<file path="src/rtl/hash_regif_pkg.sv">
package hash_regif_pkg;

  localparam int unsigned WORD_W    = 32;
  localparam int unsigned DIG_WORDS = 5;
  localparam int unsigned DIN_WORDS = 16;
  localparam int unsigned LEN_W     = 27;

  // byte offsets of the register window
  localparam logic [6:0] OFF_DIG  = 7'h00;
  localparam logic [6:0] OFF_CNT  = 7'h14;
  localparam logic [6:0] OFF_CTRL = 7'h18;
  localparam logic [6:0] OFF_DIN  = 7'h1C;
  localparam logic [6:0] OFF_REV  = 7'h5C;
  localparam logic [6:0] OFF_CFG  = 7'h60;
  localparam logic [6:0] OFF_STAT = 7'h64;

  typedef struct packed {
    logic [LEN_W-1:0] len;
    logic             close;
    logic             cnst;
    logic             sha1;
  } hash_cfg_t;

  function automatic logic [WORD_W-1:0] init_word(input int unsigned idx);
    case (idx)
      0:       init_word = 32'h6745_2301;
      1:       init_word = 32'hEFCD_AB89;
      2:       init_word = 32'h98BA_DCFE;
      3:       init_word = 32'h1032_5476;
      default: init_word = 32'hC3D2_E1F0;
    endcase
  endfunction

endpackage

</file>
<file path="src/rtl/hash_din_buf.sv">
module hash_din_buf #(
  parameter int unsigned W     = 32,
  parameter int unsigned WORDS = 16,
  localparam int unsigned IDX_W = $clog2(WORDS),
  localparam int unsigned CNT_W = $clog2(WORDS + 1)
) (
  input  logic               clk,
  input  logic               rst_n,
  input  logic               clr,
  input  logic               wr_en,
  input  logic [IDX_W-1:0]   wr_idx,
  input  logic [W-1:0]       wr_data,
  output logic               wr_last,
  output logic               blk_valid,
  input  logic               blk_ready,
  output logic [WORDS*W-1:0] blk_data
);

  logic [W-1:0]     mem_q [WORDS];
  logic [CNT_W-1:0] cnt_q;

  assign wr_last = wr_en && (cnt_q == CNT_W'(WORDS - 1));

  always_ff @(posedge clk or negedge rst_n) begin
    if (!rst_n) begin
      cnt_q     <= '0;
      blk_valid <= 1'b0;
    end else if (clr) begin
      cnt_q     <= '0;
      blk_valid <= 1'b0;
    end else begin
      if (wr_en) begin
        if (wr_last) begin
          cnt_q     <= '0;
          blk_valid <= 1'b1;
        end else begin
          cnt_q <= cnt_q + 1'b1;
        end
      end else if (blk_valid && blk_ready) begin
        blk_valid <= 1'b0;
      end
    end
  end

  always_ff @(posedge clk) begin
    if (wr_en) mem_q[wr_idx] <= wr_data;
  end

  for (genvar g = 0; g < WORDS; g++) begin : g_pack
    assign blk_data[g*W +: W] = mem_q[g];
  end

  // a waiting block keeps its data until the engine takes it
  AST_BLK_HOLD: assert property (@(posedge clk) disable iff (!rst_n)
    (blk_valid && !blk_ready && !clr) |=> (blk_valid && $stable(blk_data)));

endmodule

</file>
<file path="src/rtl/hash_core_stub.sv">
module hash_core_stub
  import hash_regif_pkg::*;
#(
  parameter int unsigned W       = 32,
  parameter int unsigned WORDS   = 16,
  parameter int unsigned NDIG    = 5,
  parameter int unsigned LW      = 27,
  parameter int unsigned LATENCY = 8,
  localparam int unsigned TW     = $clog2(LATENCY + 1)
) (
  input  logic              clk,
  input  logic              rst_n,
  input  logic              abort,
  input  logic              blk_valid,
  output logic              blk_ready,
  input  logic [WORDS*W-1:0] blk_data,
  input  logic [NDIG*W-1:0] base_dig,
  input  logic [W-1:0]      base_cnt,
  input  logic              sel_sha1,
  input  logic              sel_cnst,
  input  logic [LW-1:0]     xfer_len,
  output logic              busy,
  output logic              done,
  output logic [NDIG*W-1:0] res_dig,
  output logic [W-1:0]      res_cnt
);

  localparam int unsigned MD5_WORDS = NDIG - 1;

  logic [TW-1:0]     timer_q;
  logic [W-1:0]      fold;
  logic [NDIG*W-1:0] next_dig;
  logic [W-1:0]      next_cnt;

  always_comb begin
    fold = '0;
    for (int k = 0; k < WORDS; k++) fold = fold ^ blk_data[k*W +: W];
  end

  always_comb begin
    for (int i = 0; i < NDIG; i++) begin
      logic [W-1:0] base;
      base = base_dig[i*W +: W];
      if (sel_cnst && (sel_sha1 || i < MD5_WORDS)) base = init_word(i);
      if (sel_sha1 || i < MD5_WORDS) next_dig[i*W +: W] = base + fold;
      else                           next_dig[i*W +: W] = base;
    end
    next_cnt = (sel_cnst ? '0 : base_cnt) + W'(xfer_len);
  end

  assign blk_ready = !busy;
  assign done      = busy && (timer_q == '0);

  always_ff @(posedge clk or negedge rst_n) begin
    if (!rst_n) begin
      busy    <= 1'b0;
      timer_q <= '0;
      res_dig <= '0;
      res_cnt <= '0;
    end else if (abort) begin
      busy    <= 1'b0;
      timer_q <= '0;
    end else if (blk_valid && !busy) begin
      busy    <= 1'b1;
      timer_q <= TW'(LATENCY - 1);
      res_dig <= next_dig;
      res_cnt <= next_cnt;
    end else if (busy) begin
      if (timer_q == '0) busy <= 1'b0;
      else               timer_q <= timer_q - 1'b1;
    end
  end

endmodule

</file>
<file path="src/rtl/hash_srst_ctrl.sv">
module hash_srst_ctrl #(
  parameter int unsigned CYCLES = 4,
  localparam int unsigned CW    = $clog2(CYCLES + 1)
) (
  input  logic clk,
  input  logic rst_n,
  input  logic start,
  output logic active,
  output logic complete
);

  logic [CW-1:0] cnt_q;

  always_ff @(posedge clk or negedge rst_n) begin
    if (!rst_n) begin
      active   <= 1'b0;
      complete <= 1'b1;
      cnt_q    <= '0;
    end else if (start) begin
      active   <= 1'b1;
      complete <= 1'b0;
      cnt_q    <= CW'(CYCLES - 1);
    end else if (active) begin
      if (cnt_q == '0) begin
        active   <= 1'b0;
        complete <= 1'b1;
      end else begin
        cnt_q <= cnt_q - 1'b1;
      end
    end
  end

endmodule

</file>
<file path="src/rtl/hash_regif.sv">
module hash_regif
  import hash_regif_pkg::*;
#(
  parameter int unsigned ADDR_W      = 7,
  parameter int unsigned LATENCY     = 8,
  parameter int unsigned SRST_CYCLES = 4,
  parameter logic [3:0]  REV_MAJOR   = 4'd1,
  parameter logic [3:0]  REV_MINOR   = 4'd2
) (
  input  logic              clk,
  input  logic              rst_n,
  input  logic              bus_wr,
  input  logic              bus_rd,
  input  logic [ADDR_W-1:0] bus_addr,
  input  logic [31:0]       bus_wdata,
  output logic [31:0]       bus_rdata,
  output logic              bus_rvalid,
  output logic              irq_n,
  output logic              dma_req
);

  localparam int unsigned W         = WORD_W;
  localparam int unsigned DIG_IDX_W = $clog2(DIG_WORDS);
  localparam int unsigned DIN_IDX_W = $clog2(DIN_WORDS);
  localparam logic [ADDR_W-1:0] A_CNT  = ADDR_W'(OFF_CNT);
  localparam logic [ADDR_W-1:0] A_CTRL = ADDR_W'(OFF_CTRL);
  localparam logic [ADDR_W-1:0] A_DIN  = ADDR_W'(OFF_DIN);
  localparam logic [ADDR_W-1:0] A_REV  = ADDR_W'(OFF_REV);
  localparam logic [ADDR_W-1:0] A_CFG  = ADDR_W'(OFF_CFG);
  localparam logic [ADDR_W-1:0] A_STAT = ADDR_W'(OFF_STAT);
  localparam logic [ADDR_W-1:0] A_DIG  = ADDR_W'(OFF_DIG);

  // register state
  logic [W-1:0]  dig_q [DIG_WORDS];
  logic [W-1:0]  cnt_q;
  hash_cfg_t     cfg_q;
  logic          in_rdy_q, out_rdy_q;
  logic          dma_en_q, irq_en_q, srst_q, autoidle_q;

  // decode
  logic                 aligned, is_dig, is_din;
  logic [DIG_IDX_W-1:0] dig_idx;
  logic [DIN_IDX_W-1:0] din_idx;
  logic                 wr_ctrl, wr_cfg, wr_cnt, ctrl_zero_len;

  assign aligned       = (bus_addr[1:0] == 2'b00);
  assign is_dig        = aligned && (bus_addr >= A_DIG) && (bus_addr < A_CNT);
  assign is_din        = aligned && (bus_addr >= A_DIN) && (bus_addr < A_REV);
  assign dig_idx       = DIG_IDX_W'(bus_addr >> 2);
  assign din_idx       = DIN_IDX_W'((bus_addr - A_DIN) >> 2);
  assign wr_ctrl       = bus_wr && (bus_addr == A_CTRL);
  assign wr_cfg        = bus_wr && (bus_addr == A_CFG);
  assign wr_cnt        = bus_wr && (bus_addr == A_CNT);
  assign ctrl_zero_len = (bus_wdata[31:5] == '0);

  // sub-block wiring
  logic                    srst_active, srst_done, srst_start;
  logic                    din_wr, din_last, din_clr, din_valid, core_ready;
  logic [DIN_WORDS*W-1:0]  blk_data;
  logic [DIG_WORDS*W-1:0]  dig_flat, res_dig;
  logic [W-1:0]            res_cnt;
  logic                    core_busy, core_done;

  assign srst_start = wr_cfg && bus_wdata[1];
  assign din_wr     = bus_wr && is_din && in_rdy_q && !srst_active;
  assign din_clr    = srst_active || (wr_ctrl && ctrl_zero_len);

  for (genvar g = 0; g < DIG_WORDS; g++) begin : g_dig_flat
    assign dig_flat[g*W +: W] = dig_q[g];
  end

  hash_srst_ctrl #(.CYCLES(SRST_CYCLES)) u_srst (
    .clk      (clk),
    .rst_n    (rst_n),
    .start    (srst_start),
    .active   (srst_active),
    .complete (srst_done)
  );

  hash_din_buf #(.W(W), .WORDS(DIN_WORDS)) u_din (
    .clk       (clk),
    .rst_n     (rst_n),
    .clr       (din_clr),
    .wr_en     (din_wr),
    .wr_idx    (din_idx),
    .wr_data   (bus_wdata),
    .wr_last   (din_last),
    .blk_valid (din_valid),
    .blk_ready (core_ready),
    .blk_data  (blk_data)
  );

  hash_core_stub #(
    .W(W), .WORDS(DIN_WORDS), .NDIG(DIG_WORDS), .LW(LEN_W), .LATENCY(LATENCY)
  ) u_core (
    .clk       (clk),
    .rst_n     (rst_n),
    .abort     (srst_active),
    .blk_valid (din_valid),
    .blk_ready (core_ready),
    .blk_data  (blk_data),
    .base_dig  (dig_flat),
    .base_cnt  (cnt_q),
    .sel_sha1  (cfg_q.sha1),
    .sel_cnst  (cfg_q.cnst),
    .xfer_len  (cfg_q.len),
    .busy      (core_busy),
    .done      (core_done),
    .res_dig   (res_dig),
    .res_cnt   (res_cnt)
  );

  // register update; later statements take priority
  always_ff @(posedge clk or negedge rst_n) begin
    if (!rst_n) begin
      for (int i = 0; i < DIG_WORDS; i++) dig_q[i] <= '0;
      cnt_q      <= '0;
      cfg_q      <= '0;
      in_rdy_q   <= 1'b0;
      out_rdy_q  <= 1'b0;
      dma_en_q   <= 1'b0;
      irq_en_q   <= 1'b0;
      autoidle_q <= 1'b0;
      srst_q     <= 1'b0;
    end else if (srst_active) begin
      for (int i = 0; i < DIG_WORDS; i++) dig_q[i] <= '0;
      cnt_q      <= '0;
      cfg_q      <= '0;
      in_rdy_q   <= 1'b0;
      out_rdy_q  <= 1'b0;
      dma_en_q   <= 1'b0;
      irq_en_q   <= 1'b0;
      autoidle_q <= 1'b0;
    end else begin
      if (bus_wr && is_dig) begin
        for (int i = 0; i < DIG_WORDS; i++)
          if (dig_idx == DIG_IDX_W'(i)) dig_q[i] <= bus_wdata;
      end
      if (wr_cnt) cnt_q <= bus_wdata;
      if (wr_ctrl) begin
        cfg_q.len   <= bus_wdata[31:5];
        cfg_q.close <= bus_wdata[4];
        cfg_q.cnst  <= bus_wdata[3];
        cfg_q.sha1  <= bus_wdata[2];
        if (ctrl_zero_len)                in_rdy_q <= 1'b0;
        else if (!din_valid && !core_busy) in_rdy_q <= 1'b1;
        if (bus_wdata[0]) out_rdy_q <= 1'b0;
      end
      if (wr_cfg) begin
        dma_en_q   <= bus_wdata[3];
        irq_en_q   <= bus_wdata[2];
        autoidle_q <= bus_wdata[0];
        if (bus_wdata[1]) srst_q <= 1'b1;
      end else if (srst_q && srst_done) begin
        srst_q <= 1'b0;
      end
      if (din_last) in_rdy_q <= 1'b0;
      if (core_done) begin
        for (int i = 0; i < DIG_WORDS; i++) dig_q[i] <= res_dig[i*W +: W];
        cnt_q     <= res_cnt;
        out_rdy_q <= 1'b1;
      end
    end
  end

  // read path
  logic [31:0] rd_mux;

  always_comb begin
    rd_mux = '0;
    if (is_dig) begin
      rd_mux = dig_q[dig_idx];
    end else begin
      case (bus_addr)
        A_CNT:   rd_mux = cnt_q;
        A_CTRL:  rd_mux = {cfg_q.len, cfg_q.close, cfg_q.cnst, cfg_q.sha1, in_rdy_q, out_rdy_q};
        A_REV:   rd_mux = {24'd0, REV_MAJOR, REV_MINOR};
        A_CFG:   rd_mux = {28'd0, dma_en_q, irq_en_q, srst_q, autoidle_q};
        A_STAT:  rd_mux = {31'd0, srst_done};
        default: rd_mux = '0;
      endcase
    end
  end

  always_ff @(posedge clk or negedge rst_n) begin
    if (!rst_n) begin
      bus_rdata  <= '0;
      bus_rvalid <= 1'b0;
    end else begin
      bus_rvalid <= bus_rd;
      if (bus_rd) bus_rdata <= rd_mux;
    end
  end

  assign irq_n   = !(out_rdy_q && irq_en_q);
  assign dma_req = in_rdy_q && dma_en_q;

  AST_OUT_RDY_SRC: assert property (@(posedge clk) disable iff (!rst_n)
    $rose(out_rdy_q) |-> $past(core_done));
  AST_ARM_IDLE: assert property (@(posedge clk) disable iff (!rst_n)
    in_rdy_q |-> !core_busy);
  AST_IRQ_ON_DONE: assert property (@(posedge clk) disable iff (!rst_n)
    (core_done && irq_en_q && !srst_active) |=> !irq_n);
  AST_DMA_DROP: assert property (@(posedge clk) disable iff (!rst_n)
    din_last |=> !dma_req);
  AST_SRST_SELFCLR: assert property (@(posedge clk) disable iff (!rst_n)
    $fell(srst_q) |-> srst_done);

endmodule

</file>
<file path="config.mk">
export PLATFORM = sky130hd
export DESIGN_NAME = hash_regif
export DESIGN_NICKNAME = d
export VERILOG_FILES = /design/src/rtl/hash_regif_pkg.sv /design/src/rtl/hash_din_buf.sv /design/src/rtl/hash_core_stub.sv /design/src/rtl/hash_srst_ctrl.sv /design/src/rtl/hash_regif.sv
export SDC_FILE = /design/constraint.sdc
export NUM_CORES = 2
export LEC_CHECK = 0
export CORE_MARGIN = 1
export CORE_UTILIZATION = 35
export CTS_BUF_LIST = sky130_fd_sc_hd__clkbuf_8
export DETAILED_ROUTE_END_ITERATION = 10
export PLACE_DENSITY = 0.54
export SETUP_SLACK_MARGIN = 0.5
export SYNTH_ARGS = -nofsm -noshare
export SYNTH_HDL_FRONTEND = slang
export SYNTH_SLANG_ARGS = --single-unit
</file>
<file path="constraint.sdc">
create_clock -name clk -period 7.55 [get_ports clk]
set_clock_uncertainty 0.05 [all_clocks]
set_input_delay 1.51 -clock clk [delete_from_list [all_inputs] [get_ports clk]]
set_output_delay 1.51 -clock clk [all_outputs]
set_load 0.1 [all_outputs]
</file>
==> key figures <==
Status
  – Status: finished with violations
  – Failing checks: DRC

STA
  – Final Hold Vio Count: 0
  – Post-layout min period: approximately 5700 ps
  – Highest clock rate: about 180 MHz
  – Period utilisation layout: 0.752
  – Max_slew headroom: 0.106
  – Worst-Margin Slew: between 1000 and 1500 ps
  – Fin Setup TNS: 0 ps
  – Slew Viols, Final: 0
  – RSZ-0062 raised after global routing: no
  – Final setup fails: 0

Yosys
  – Post-Syn Area: ~50000 sq um
  – Ys flop type: edfxtp_1
  – Simple-gate area share of the yosys netlist: 0.110
  – Seq cells post-synth: between 900 and 1000
  – Synth area leaders: edfxtp_1 30%, dfrtp_1 23%, xnor2_1 9.6%
  – Distinct cells, synth: about 90
  – Yosys warning total: 0
  – Synth Area in XOR/XNOR: 0.118
  – Ys async rst share: 0.478
  – Main combinational cell family by area after synthesis: compound AO/OA/AOI/OAI gates
  – Mux contribution to synthesized area: 0.0250
  – Sequential fraction of the synthesis area: 0.534
  – Syn nets: 4836
  – Synth Area in Compound Gates: 0.148
  – Synth Area per Inst: 11.0 sq um
  – Post-synth EDFFs: 512
  – Top cell type's share of synthesized area: 0.303
  – Most frequent cells after synthesis: 581 x nand2_1, 558 x xnor2_1, 512 x edfxtp_1, 468 x dfrtp_1, 431 x a21oi_1
  – Most common cell in the netlist: nand2_1
  – Synth Area in Adders: 0.0425
  – Dominant cell type by area after synthesis: edfxtp_1
  – Post-Synthesis Cells: about 4600

Detailed routing
  – Routed via count: 36000
  – Vias per inst: roughly 5.3
  – Antenna Nets Post-Route: 0
  – Drt pass-1 iters: 10
  – Residual DRC: 2
  – Routed wire length: around 150000 microns
  – First DRT Iteration DRCs: 2980
  – Per-cell routed wire length: 21.9 microns

Critical path
  – WP data required: ~8200 ps
  – Reg2Reg Setup Slack: 1870 ps
  – CP bufs+invs: 0
  – Kind of critical path: reg -> reg
  – Top cell by count, worst path: xnor2_1
  – FF-to-FF End: u_core.res_dig[92]
  – CP startpoint: u_din.mem_q[4][0]
  – Arr. time, crit path: between 6000 and 7000 ps
  – Worst-path cell chain: xnor2_1 -> xnor2_1 -> xnor2_1 -> xnor2_1 -> ha_1 -> fa_1 -> a21oi_1 -> o21bai_1 -> a21oi_1 -> o21ai_0 -> maj3_1 -> a21o_1 -> a21oi_1 -> o21bai_1 -> a31o_2 -> a211oi_1 -> o21ai_0 -> a41oi_1 -> xor2_1 -> o21ai_0
  – R2R Path Start: u_din.mem_q[4][0]
  – Crit path capture type: flop
  – CP startpoint kind: flop
  – CP peak stage delay: 540 ps
  – Peak fanout along the critical path: 5
  – Slowest library cell on the worst path: a211oi_1
  – Worst r2r path cells: 20
  – Crit-path leading delay family: compound AO/OA/AOI/OAI gates

Placed design
  – Final HPWL DP: approximately 100000 microns
  – Placed insts: about 6500
  – RePlAce Congestion: 0.900
  – # port buffers: between 70 and 80

Clock network
  – TritonCTS clock tree: yes
  – Clock Latency Late Sink: 900 ps
  – Cts bufs inserted: between 150 and 200
  – Max Buffers Root-to-Sink: 3
  – Worst-path clk slew: approximately 60 ps
  – Htree depth: 4
  – # Post-CTS Setup Buffers: 0
  – CTS Root Cell: clkbuf_8
  – CTS resizes: 0
  – Clock tree sinks: between 900 and 1000
  – Hold_buf cts: 0

Min path
  – Min-delay src: u_core.res_dig[134]
  – HP Class: reg -> reg
  – WHS Endpoint: u_core.res_dig[134]
  – Hold Path Depth: 2

Floorplan
  – Rows: 139
  – Core area: about 140000 sq um
  – DIE WIDTH: ~380 microns
  – Die Height: about 380 microns
  – Initial Util: 0.353
  – I/O Pins: 78
  – Die ar.: between 100000 and 150000 sq um

Layout
  – Area delta synth->final: 13.2%
  – Share of cells above drive strength 1: 0.108
  – Nets: around 5000
  – Finished Layout Cells: slightly below 7000

GRT
  – Antenna violations before repair: 10
  – First-pass GRT wire length: 225000 microns
  – Number of global-route vias before repair: ~35000
  – Gr usage total: 0.203
  – Grt total ovfl: 0
  – Largest net degree at the start of global routing: 159

Pwr
  – Leak: 22.6 nW
  – VDD IR max: between 0.1 and 0.15 mV
  – Pwr/cell area: about 290 nW/um^2

Run
  – Max cap viols: 0
## cell type report
type	count	area, sq um
Clock buffer	203	2790
Fill cell	13800	86300
Sequential cell	981	27100
Inverter	66	248
Antenna cell	1	2.50
Clock inverter	110	582
Timing Repair Buffer	173	1550
Multi-Input combinational cell	3351	22800
Tap cell	1903	2380
## through the flow
| step | util | hold slack, ps | setup WS, ps | power [mW] | instance area [sq um] |
|---|---|---|---|---|---|
| 2_1_floorplan | - | 389 | 1360 | 10.3 | 50800 |
| 3_5_place_dp | 0.376 | 409 | 2040 | 11.7 | 54100 |
| 6_report | 0.400 | 421 | 1870 | 16.5 | 57500 |
| 5_1_grt | 0.400 | 445 | 1730 | 17.5 | 57500 |
| 4_1_cts | 0.400 | 420 | 1990 | 16.6 | 57500 |
| 3_3_place_gp | 0.376 | 404 | 2060 | 11.7 | 54100 |
## layout by cell type (no fill, tap or decap), types with 7 or more instances in the layout
cell             instances
nand2_1                581
xnor2_1                554
edfxtp_1               512
dfrtp_1                465
a21oi_1                429
o21ai_0                257
o31ai_1                218
clkbuf_8               203
ha_1                   163
nor2b_1                144
nor2_1                 131
inv_1                  122
xor2_1                 118
buf_4                   91
clkdlybuf4s50_1         72
or2_2                   71
a21o_1                  62
nand3_1                 58
nand2b_1                39
nor3_1                  39
o22ai_1                 37
mux4_2                  32
mux2_2                  32
a221oi_1                30
o21bai_1                29
and2_1                  25
o211ai_1                24
a31oi_1                 24
and3_1                  22
clkinv_1                21
mux2i_1                 18
o21a_1                  18
clkinv_2                16
nand4_1                 13
or3_1                   13
nor3b_1                 12
a211oi_1                11
nor3_2                   9
nor2_4                   8
maj3_1                   7
## tightest hold or removal path: stages, from the launching register on
cell and delay, ps:
dfrtp_1 340, nand2_1 50, nand2_1 50
## kinds of logic after synthesis
| logic type | Yosys count |
|---|---|
| buffers and inverters | 296 |
| adders and majority gates | 173 |
| muxes | 83 |
| AOI/OAI and AO/OA | 1218 |
| DFF | 981 |
| and+or+nand+nor | 1197 |
| xor gates and xnor gates | 680 |
## how the worst max path moves through the flow
stage / end / slack [ps] / cells after the start
2_1_floorplan: u_din.mem_q[14][0] / 1360 / 8
6_report: u_core.res_dig[92] / 1870 / 20
4_1_cts: u_core.res_dig[92] / 1990 / 20
3_5_place_dp: u_core.res_dig[92] / 2040 / 20
3_3_place_gp: u_core.res_dig[92] / 2060 / 20
5_1_grt: u_core.res_dig[93] / 1730 / 19
## registers in the layout, indices dropped and copies added, names as in the netlist
name             count
dma_en_q             1
u_srst.cnt_q         3
u_din.cnt_q          5
cnt_q               32
dig_flat           160
u_din.blk_valid      1
in_rdy_q             1
u_din.mem_q        512
u_core.timer_q       4
u_srst.active        1
bus_rdata           32
out_rdy_q            1
u_srst.complete      1
cfg_q               30
srst_q               1
autoidle_q           1
bus_rvalid           1
u_core.res_dig     160
irq_en_q             1
u_core.res_cnt      32
u_core.busy          1
## power breakdown
part           switching [mW]  internal [mW]  leakage (nW)
sequential              0.559           6.16          10.9
clock                    2.27           2.55          1.95
combinational            2.85           2.11          9.74
## layer usage
layer / GRT usage / up-vias / wire length (microns)
li1: - / 16900 / -
met1: 0.287 / 17900 / 68900
met2: 0.319 / 981 / 68200
met3: 0.0366 / 215 / 8400
met4: 0.0569 / 4 / 3140
met5: 0 / - / 25
Power figures use the tool's default switching activity.
